### config.mk
export PLATFORM = sky130hd
export DESIGN_NAME = rop_expr_eval
export DESIGN_NICKNAME = d
export VERILOG_FILES = /design/src/rtl/rop_eval_pkg.sv /design/src/rtl/rop_code_fields.sv /design/src/rtl/rop_str_select.sv /design/src/rtl/rop_operand_pick.sv /design/src/rtl/rop_expr_eval.sv
export SDC_FILE = /design/constraint.sdc
export NUM_CORES = 1
export LEC_CHECK = 0
export ABC_CLOCK_PERIOD_IN_PS = 5000
export BUFFER_PORTS_ARGS = -buffer_cell sky130_fd_sc_hd__buf_2
export CORE_MARGIN = 3
export CORE_UTILIZATION = 43
export DETAILED_ROUTE_END_ITERATION = 8
export PLACE_DENSITY_LB_ADDON = 0.08
export SETUP_SLACK_MARGIN = 0.4
export SLEW_MARGIN = 20
export SYNTH_ARGS = -nofsm -noshare
export SYNTH_HDL_FRONTEND = slang
export SYNTH_SLANG_ARGS = --single-unit
### constraint.sdc
create_clock -name clk -period 5 [get_ports clk]
set_input_delay 0.25 -clock clk [delete_from_list [all_inputs] [get_ports clk]]
set_output_delay 0.25 -clock clk [all_outputs]
set_load 0.1 [all_outputs]
### src/rtl/rop_eval_pkg.sv
package rop_eval_pkg;

    localparam int CODE_W  = 16;
    localparam int SYM_W   = 3;
    localparam int STR_LEN = 8;
    localparam int STR_CNT = 8;
    localparam int STR_W   = SYM_W * STR_LEN;
    localparam int OP_W    = 2;
    localparam int N_OPS   = 5;
    localparam int IDX_W   = $clog2(STR_LEN);
    localparam int POS_W   = IDX_W + 1;
    localparam int CNT_W   = $clog2(N_OPS + 1);

    typedef enum logic [SYM_W-1:0] {
        SYM_S    = 3'd0,
        SYM_D    = 3'd1,
        SYM_P    = 3'd2,
        SYM_PUSH = 3'd3,
        SYM_POP  = 3'd4
    } sym_e;

    typedef enum logic [OP_W-1:0] {
        OP_NOT = 2'd0,
        OP_XOR = 2'd1,
        OP_OR  = 2'd2,
        OP_AND = 2'd3
    } op_e;

    typedef enum logic [2:0] {
        ST_IDLE,
        ST_LOAD,
        ST_APPLY,
        ST_FINAL,
        ST_DONE
    } state_e;

    // c0 is 1-based position 1 and sits in the least significant symbol slot
    function automatic logic [STR_W-1:0] pack_str(
        input sym_e c0, input sym_e c1, input sym_e c2, input sym_e c3,
        input sym_e c4, input sym_e c5, input sym_e c6, input sym_e c7);
        return {c7, c6, c5, c4, c3, c2, c1, c0};
    endfunction

    localparam logic [STR_W-1:0] STR_FIX1 =
        pack_str(SYM_S, SYM_P, SYM_D, SYM_S, SYM_P, SYM_D, SYM_S, SYM_P);
    localparam logic [STR_W-1:0] STR_FIX7 =
        pack_str(SYM_S, SYM_PUSH, SYM_S, SYM_D, SYM_POP, SYM_P, SYM_D, SYM_S);

    function automatic logic [STR_CNT*STR_W-1:0] default_table();
        return {
            STR_FIX7,
            pack_str(SYM_S, SYM_PUSH, SYM_S, SYM_P, SYM_POP, SYM_D, SYM_P, SYM_S),
            pack_str(SYM_D, SYM_P, SYM_S, SYM_D, SYM_P, SYM_S, SYM_D, SYM_P),
            pack_str(SYM_P, SYM_S, SYM_D, SYM_P, SYM_S, SYM_D, SYM_P, SYM_S),
            pack_str(SYM_D, SYM_S, SYM_P, SYM_D, SYM_S, SYM_P, SYM_D, SYM_S),
            pack_str(SYM_S, SYM_S, SYM_P, SYM_D, SYM_D, SYM_P, SYM_S, SYM_D),
            STR_FIX1,
            pack_str(SYM_S, SYM_D, SYM_P, SYM_S, SYM_D, SYM_P, SYM_S, SYM_D)
        };
    endfunction

endpackage

### src/rtl/rop_code_fields.sv
module rop_code_fields
    import rop_eval_pkg::*;
(
    input  logic [CODE_W-1:0]          code,
    output logic [1:0]                 rot,
    output logic [IDX_W-1:0]           sel,
    output logic                       inv,
    output logic [N_OPS-1:0][OP_W-1:0] ops,
    output logic [CNT_W-1:0]           nbin
);

    logic [N_OPS-1:0] is_bin;

    assign rot = code[1:0];
    assign sel = code[4:2];
    assign inv = code[5];

    for (genvar i = 0; i < N_OPS; i++) begin : g_op
        assign ops[i]    = code[6 + OP_W*i +: OP_W];
        assign is_bin[i] = (ops[i] != OP_NOT);
    end

    always_comb begin
        nbin = '0;
        for (int i = 0; i < N_OPS; i++) begin
            nbin = nbin + CNT_W'(is_bin[i]);
        end
    end

endmodule

### src/rtl/rop_str_select.sv
module rop_str_select
    import rop_eval_pkg::*;
#(
    parameter logic [STR_CNT*STR_W-1:0] STR_TAB = default_table()
) (
    input  logic [IDX_W-1:0] sel,
    input  logic [1:0]       rot,
    output logic [STR_W-1:0] str_rot,
    output logic             has_mark
);

    logic [STR_W-1:0]   chosen;
    logic [STR_LEN-1:0] mark;

    always_comb begin
        if (sel == IDX_W'(1)) begin
            chosen = STR_FIX1;
        end else if (sel == IDX_W'(7)) begin
            chosen = STR_FIX7;
        end else begin
            chosen = STR_TAB[sel*STR_W +: STR_W];
        end
    end

    for (genvar p = 0; p < STR_LEN; p++) begin : g_rot
        logic [IDX_W-1:0] src;
        assign src = IDX_W'(p) + IDX_W'(rot);
        assign str_rot[p*SYM_W +: SYM_W] = chosen[src*SYM_W +: SYM_W];
        assign mark[p] = (chosen[p*SYM_W +: SYM_W] == SYM_PUSH) ||
                         (chosen[p*SYM_W +: SYM_W] == SYM_POP);
    end

    assign has_mark = |mark;

endmodule

### src/rtl/rop_operand_pick.sv
module rop_operand_pick
    import rop_eval_pkg::*;
#(
    parameter int WIDTH = 8
) (
    input  logic [SYM_W-1:0] sym,
    input  logic [WIDTH-1:0] s_vec,
    input  logic [WIDTH-1:0] d_vec,
    input  logic [WIDTH-1:0] p_vec,
    output logic [WIDTH-1:0] val
);

    always_comb begin
        case (sym)
            SYM_S:   val = s_vec;
            SYM_D:   val = d_vec;
            SYM_P:   val = p_vec;
            default: val = '0;
        endcase
    end

endmodule

### src/rtl/rop_expr_eval.sv
module rop_expr_eval
    import rop_eval_pkg::*;
#(
    parameter int WIDTH = 8,
    parameter logic [STR_CNT*STR_W-1:0] STR_TAB = default_table()
) (
    input  logic              clk,
    input  logic              rst_n,
    input  logic              start,
    input  logic [CODE_W-1:0] code,
    input  logic [WIDTH-1:0]  src_vec,
    input  logic [WIDTH-1:0]  dst_vec,
    input  logic [WIDTH-1:0]  pat_vec,
    output logic              busy,
    output logic              done,
    output logic [WIDTH-1:0]  result
);

    localparam int N_TAPS = 3;   // first operand, current position, position below it

    state_e state, state_nx;

    logic [CODE_W-1:0] code_q;
    logic [WIDTH-1:0]  s_q, d_q, p_q;
    logic [WIDTH-1:0]  acc, stk;
    logic [POS_W-1:0]  ptr;
    logic [CNT_W-1:0]  op_idx;

    logic [1:0]                 f_rot;
    logic [IDX_W-1:0]           f_sel;
    logic                       f_inv;
    logic [N_OPS-1:0][OP_W-1:0] f_ops;
    logic [CNT_W-1:0]           f_nbin;

    logic [STR_W-1:0] str_rot;
    logic             has_mark;
    logic [POS_W-1:0] start_pos;

    logic [IDX_W-1:0] tap_idx [N_TAPS];
    logic [SYM_W-1:0] tap_sym [N_TAPS];
    logic [WIDTH-1:0] tap_val [N_TAPS];

    logic [OP_W-1:0]  cur_op;
    logic             op_is_not;
    logic             hit_pop;
    logic             hit_push;
    logic             last_op;

    function automatic logic [WIDTH-1:0] combine(
        input logic [OP_W-1:0]  op,
        input logic [WIDTH-1:0] a,
        input logic [WIDTH-1:0] b);
        case (op)
            OP_XOR:  return a ^ b;
            OP_OR:   return a | b;
            OP_AND:  return a & b;
            default: return ~a;
        endcase
    endfunction

    rop_code_fields u_fields (
        .code (code_q),
        .rot  (f_rot),
        .sel  (f_sel),
        .inv  (f_inv),
        .ops  (f_ops),
        .nbin (f_nbin)
    );

    rop_str_select #(
        .STR_TAB (STR_TAB)
    ) u_select (
        .sel      (f_sel),
        .rot      (f_rot),
        .str_rot  (str_rot),
        .has_mark (has_mark)
    );

    assign start_pos = POS_W'(f_nbin) + POS_W'(1) + (has_mark ? POS_W'(2) : POS_W'(0));

    assign tap_idx[0] = IDX_W'(start_pos - POS_W'(1));
    assign tap_idx[1] = IDX_W'(ptr - POS_W'(1));
    assign tap_idx[2] = IDX_W'(ptr - POS_W'(2));

    for (genvar t = 0; t < N_TAPS; t++) begin : g_tap
        assign tap_sym[t] = str_rot[tap_idx[t]*SYM_W +: SYM_W];
        rop_operand_pick #(
            .WIDTH (WIDTH)
        ) u_pick (
            .sym   (tap_sym[t]),
            .s_vec (s_q),
            .d_vec (d_q),
            .p_vec (p_q),
            .val   (tap_val[t])
        );
    end

    always_comb begin
        cur_op = f_ops[0];
        for (int i = 1; i < N_OPS; i++) begin
            if (op_idx == CNT_W'(i)) begin
                cur_op = f_ops[i];
            end
        end
    end

    assign op_is_not = (cur_op == OP_NOT);
    assign hit_pop   = !op_is_not && (tap_sym[1] == SYM_POP);
    assign hit_push  = !op_is_not && (tap_sym[1] == SYM_PUSH);
    assign last_op   = (op_idx == CNT_W'(N_OPS - 1));

    // state register
    always_ff @(posedge clk or negedge rst_n) begin
        if (!rst_n) begin
            state <= ST_IDLE;
        end else begin
            state <= state_nx;
        end
    end

    // transitions
    always_comb begin
        state_nx = state;
        unique case (state)
            ST_IDLE:  if (start) state_nx = ST_LOAD;
            ST_LOAD:  state_nx = ST_APPLY;
            ST_APPLY: if (!hit_pop && last_op) state_nx = ST_FINAL;
            ST_FINAL: state_nx = ST_DONE;
            ST_DONE:  state_nx = ST_IDLE;
            default:  state_nx = ST_IDLE;
        endcase
    end

    // datapath
    always_ff @(posedge clk or negedge rst_n) begin
        if (!rst_n) begin
            code_q <= '0;
            s_q    <= '0;
            d_q    <= '0;
            p_q    <= '0;
            acc    <= '0;
            stk    <= '0;
            ptr    <= '0;
            op_idx <= '0;
            result <= '0;
        end else begin
            case (state)
                ST_IDLE: begin
                    if (start) begin
                        code_q <= code;
                        s_q    <= src_vec;
                        d_q    <= dst_vec;
                        p_q    <= pat_vec;
                    end
                end
                ST_LOAD: begin
                    acc    <= tap_val[0];
                    ptr    <= start_pos - POS_W'(1);
                    op_idx <= '0;
                end
                ST_APPLY: begin
                    if (op_is_not) begin
                        acc    <= ~acc;
                        op_idx <= op_idx + CNT_W'(1);
                    end else if (hit_pop) begin
                        stk <= acc;
                        acc <= tap_val[2];
                        ptr <= ptr - POS_W'(2);
                    end else if (hit_push) begin
                        acc    <= combine(cur_op, acc, stk);
                        ptr    <= ptr - POS_W'(1);
                        op_idx <= op_idx + CNT_W'(1);
                    end else begin
                        acc    <= combine(cur_op, acc, tap_val[1]);
                        ptr    <= ptr - POS_W'(1);
                        op_idx <= op_idx + CNT_W'(1);
                    end
                end
                ST_FINAL: begin
                    result <= f_inv ? ~acc : acc;
                end
                default: begin
                end
            endcase
        end
    end

    // outputs
    always_comb begin
        busy = (state == ST_LOAD) || (state == ST_APPLY) || (state == ST_FINAL);
        done = (state == ST_DONE);
    end

endmodule

==> run metrics <==
status finished clean; Tightest Pin Transition 0.984 ns; Final Cycle Share 94.9%; Post-synth EDFFs 0; die width 137 um; input/output buffers between 50 and 60; syn nets approximately 1000; Setup TNS 0 ns; vias in the first global route 7174; grt met1 use between 30% and 40%; IO Count 53; Via density ~6.3; register area share after synthesis around 25%; Total Wirelength 23.6 mm; Max Cap Violations 0; GRT Total Usage between 20% and 30%; CTS tree built; Synth Instances 899; largest net degree at the start of global routing 74; Buf+Inv Stages, Crit Path 7; # diodes 0; area share of fa/ha/maj cells after synthesis 7.81%; Final Hold Fails 0; flop-to-flop setup slack 0.25 ns; antenna viol nets, final 0; fin crit period 4.75 ns; first-pass GRT wire length 38.5 mm; Iter 0 DRT Violations 743; mux share of post-synthesis cell area about 11%; Post-Synth XOR/XNOR Area roughly 2.6%; dominant combinational cell family by area after synthesis compound AO/OA/AOI/OAI gates; CP Cell Sequence or2_4 -> ha_4 -> inv_2 -> fa_1 -> inv_1 -> ha_2 -> inv_2 -> fa_1 -> inv_2 -> ha_4 -> buf_12 -> buf_8 -> nor3b_4 -> nor3_2 -> nand4_1 -> o311ai_2 -> nor4b_2 -> a311oi_4 -> buf_6 -> mux2_2 -> a221oi_2 -> o211ai_1; storage element area ~1800 um2; H-Tree Depth 3; Worst Skew about 0.013 ns; fill count roughly 1600; post-synth cell types 86; GR Util met3 3.73%; area grow syn2layout 14.5%; Crit-path slowest cell fa_1; slowest cell delay on critical path roughly 0.48 ns; Worst R2R Start code_q[9]; Chip Height between 100 and 150 um; most used cell, CP inv_2; class of the worst hold path in2async; compound-cell area share of the yosys netlist between 20% and 30%; drt pass-1 iters 7; met2 GRT Util between 40% and 50%; layout net count just over 1000; CTS Buf Count 9; CP delay by family, top adder cells; starting density of the core 44.3%; total gr overflow 0; setup slack after placement between 0.08 and 0.09 ns; GP Congestion ~0.93; most congested layer reported by global routing met2; crit-path max FO 7; fraction of registers with async set or reset after synthesis 100%; DP HPWL roughly 17 mm; CTS Root Cell clkbuf_16; layout cells sized above 1 between 20% and 30%; Avg Cell Area, Syn 8.23 um2; setup slack after layout around 0.25 ns; clk buf depth 2; Max Clock Freq about 210 MHz; Critical Path Sink Type flip-flop; initial antenna violation count 0; core area between 15000 and 20000 um2; detailed-route DRC error count 0; Primary FF master, synth dfrtp_1; Placed Instances 1123; Routed WL per cell just over 20 um; fin. max-slew vios 0; CTS clk-pin slew, worst paths 0.06 ns; # rows 47; CP Class reg2reg; simple-gate portion of the synthesized area around a fifth; Non-Filler Instances ~1200; most frequent cells in the layout 82 x nand2_1, 72 x dfrtp_1, 70 x o21ai_0; CP required ~5.2 ns; routed via count between 7000 and 8000; r2r endpoint acc[5]; Sink Count 73; Clock Latency Late Sink around 0.34 ns; flops & latches, synth 73; R2R cell count 22; Critical Path AT 4.95 ns; Yosys warning count 0; crit start category flip-flop; Rel. slew slack about a third; area of the multi-input gates slightly above 5000 um2; CTS Hold Bufs 0; final setup vio count 0; commonest non-fill, non-tap cell in the layout nand2_1; Post-Syn Area roughly 7400 um2; Die ar. about 19000 um2; Final Core Density a little over 50%; unrepaired setup endpoints after global routing yes
## stage by stage
stage / hold WS [ns] / instance area [um2]
after global placement: 0.452 / 7840
after global routing: 0.120 / 8470
after detailed placement: 0.459 / 7840
after CTS: 0.0940 / 8420
final: 0.0339 / 8470
after floorplan: -0.0456 / 7430
## layout make-up
| class | instances | share of cell area, % |
|---|---|---|
| timing repair buffer | 103 | 8.42 |
| clock buffer | 10 | 2.82 |
| multi-input combinational | 697 | 60.9 |
| clock inverter | 5 | 0.945 |
| sequential | 73 | 21.6 |
| tap | 220 | 3.25 |
| inverter | 46 | 2.04 |
## logic make-up after synthesis
logic type	after synthesis
buffers and inverters	129
adder cells (fa/ha/maj)	45
multiplexers	78
AO/OA/AOI/OAI	281
XOR/XNOR	22
flip-flops	73
AND/OR/NAND/NOR	271
## cell usage after synthesis, types with 8 or more instances
master     count  area [um2]
nor3_1        22         110
nor2b_1       15        93.8
and3_1        12        75.1
o21ai_0       72         360
buf_2         26         130
a2bb2oi_1     10        87.6
buf_4          8        60.1
mux2_2        39         439
nand3_1       18        90.1
nand2_1       82         308
o211ai_1      13        97.6
a21oi_1       39         195
xnor2_1       15         131
dfrtp_1       73        1830
nor2_1        54         203
nand2b_1      15        93.8
ha_1          43         538
inv_1         44         165
clkbuf_1      38         143
mux2i_1       37         370
o21a_1        15         113
o22ai_1       23         144
## state kept, by name, indices dropped and copies added (netlist names)
register / flops
op_idx: 3
acc: 8
stk: 8
result: 8
code_q: 16
state: 3
ptr: 3
s_q: 8
d_q: 8
p_q: 8
## worst max-delay path by stage
stage,from,end,cells past startpoint
floorplan,code_q[9],acc[0],20
global route,code_q[9],acc[3],22
CTS,code_q[8],acc[2],22
finish,code_q[9],acc[5],22
global placement,code_q[9],acc[3],20
detailed placement,code_q[9],acc[1],21
## routing by layer
metal	part of all wire (%)	wire (um)
met2	50	11800
met3	5.8	1370
met1	41	9660
met4	3.3	773
met5	0	0
## what timing repair did
action                                  4_1_cts  5_1_grt
endpoints found under the setup margin        8        8
setup buffers                                11        3
cloned                                        2        0
gates resized for setup                      39        5
pin swaps                                    22       17
Power is left out: the tool's default activity adds up to more than one toggle a clock period on the data nets, which glitch-free logic cannot reach.
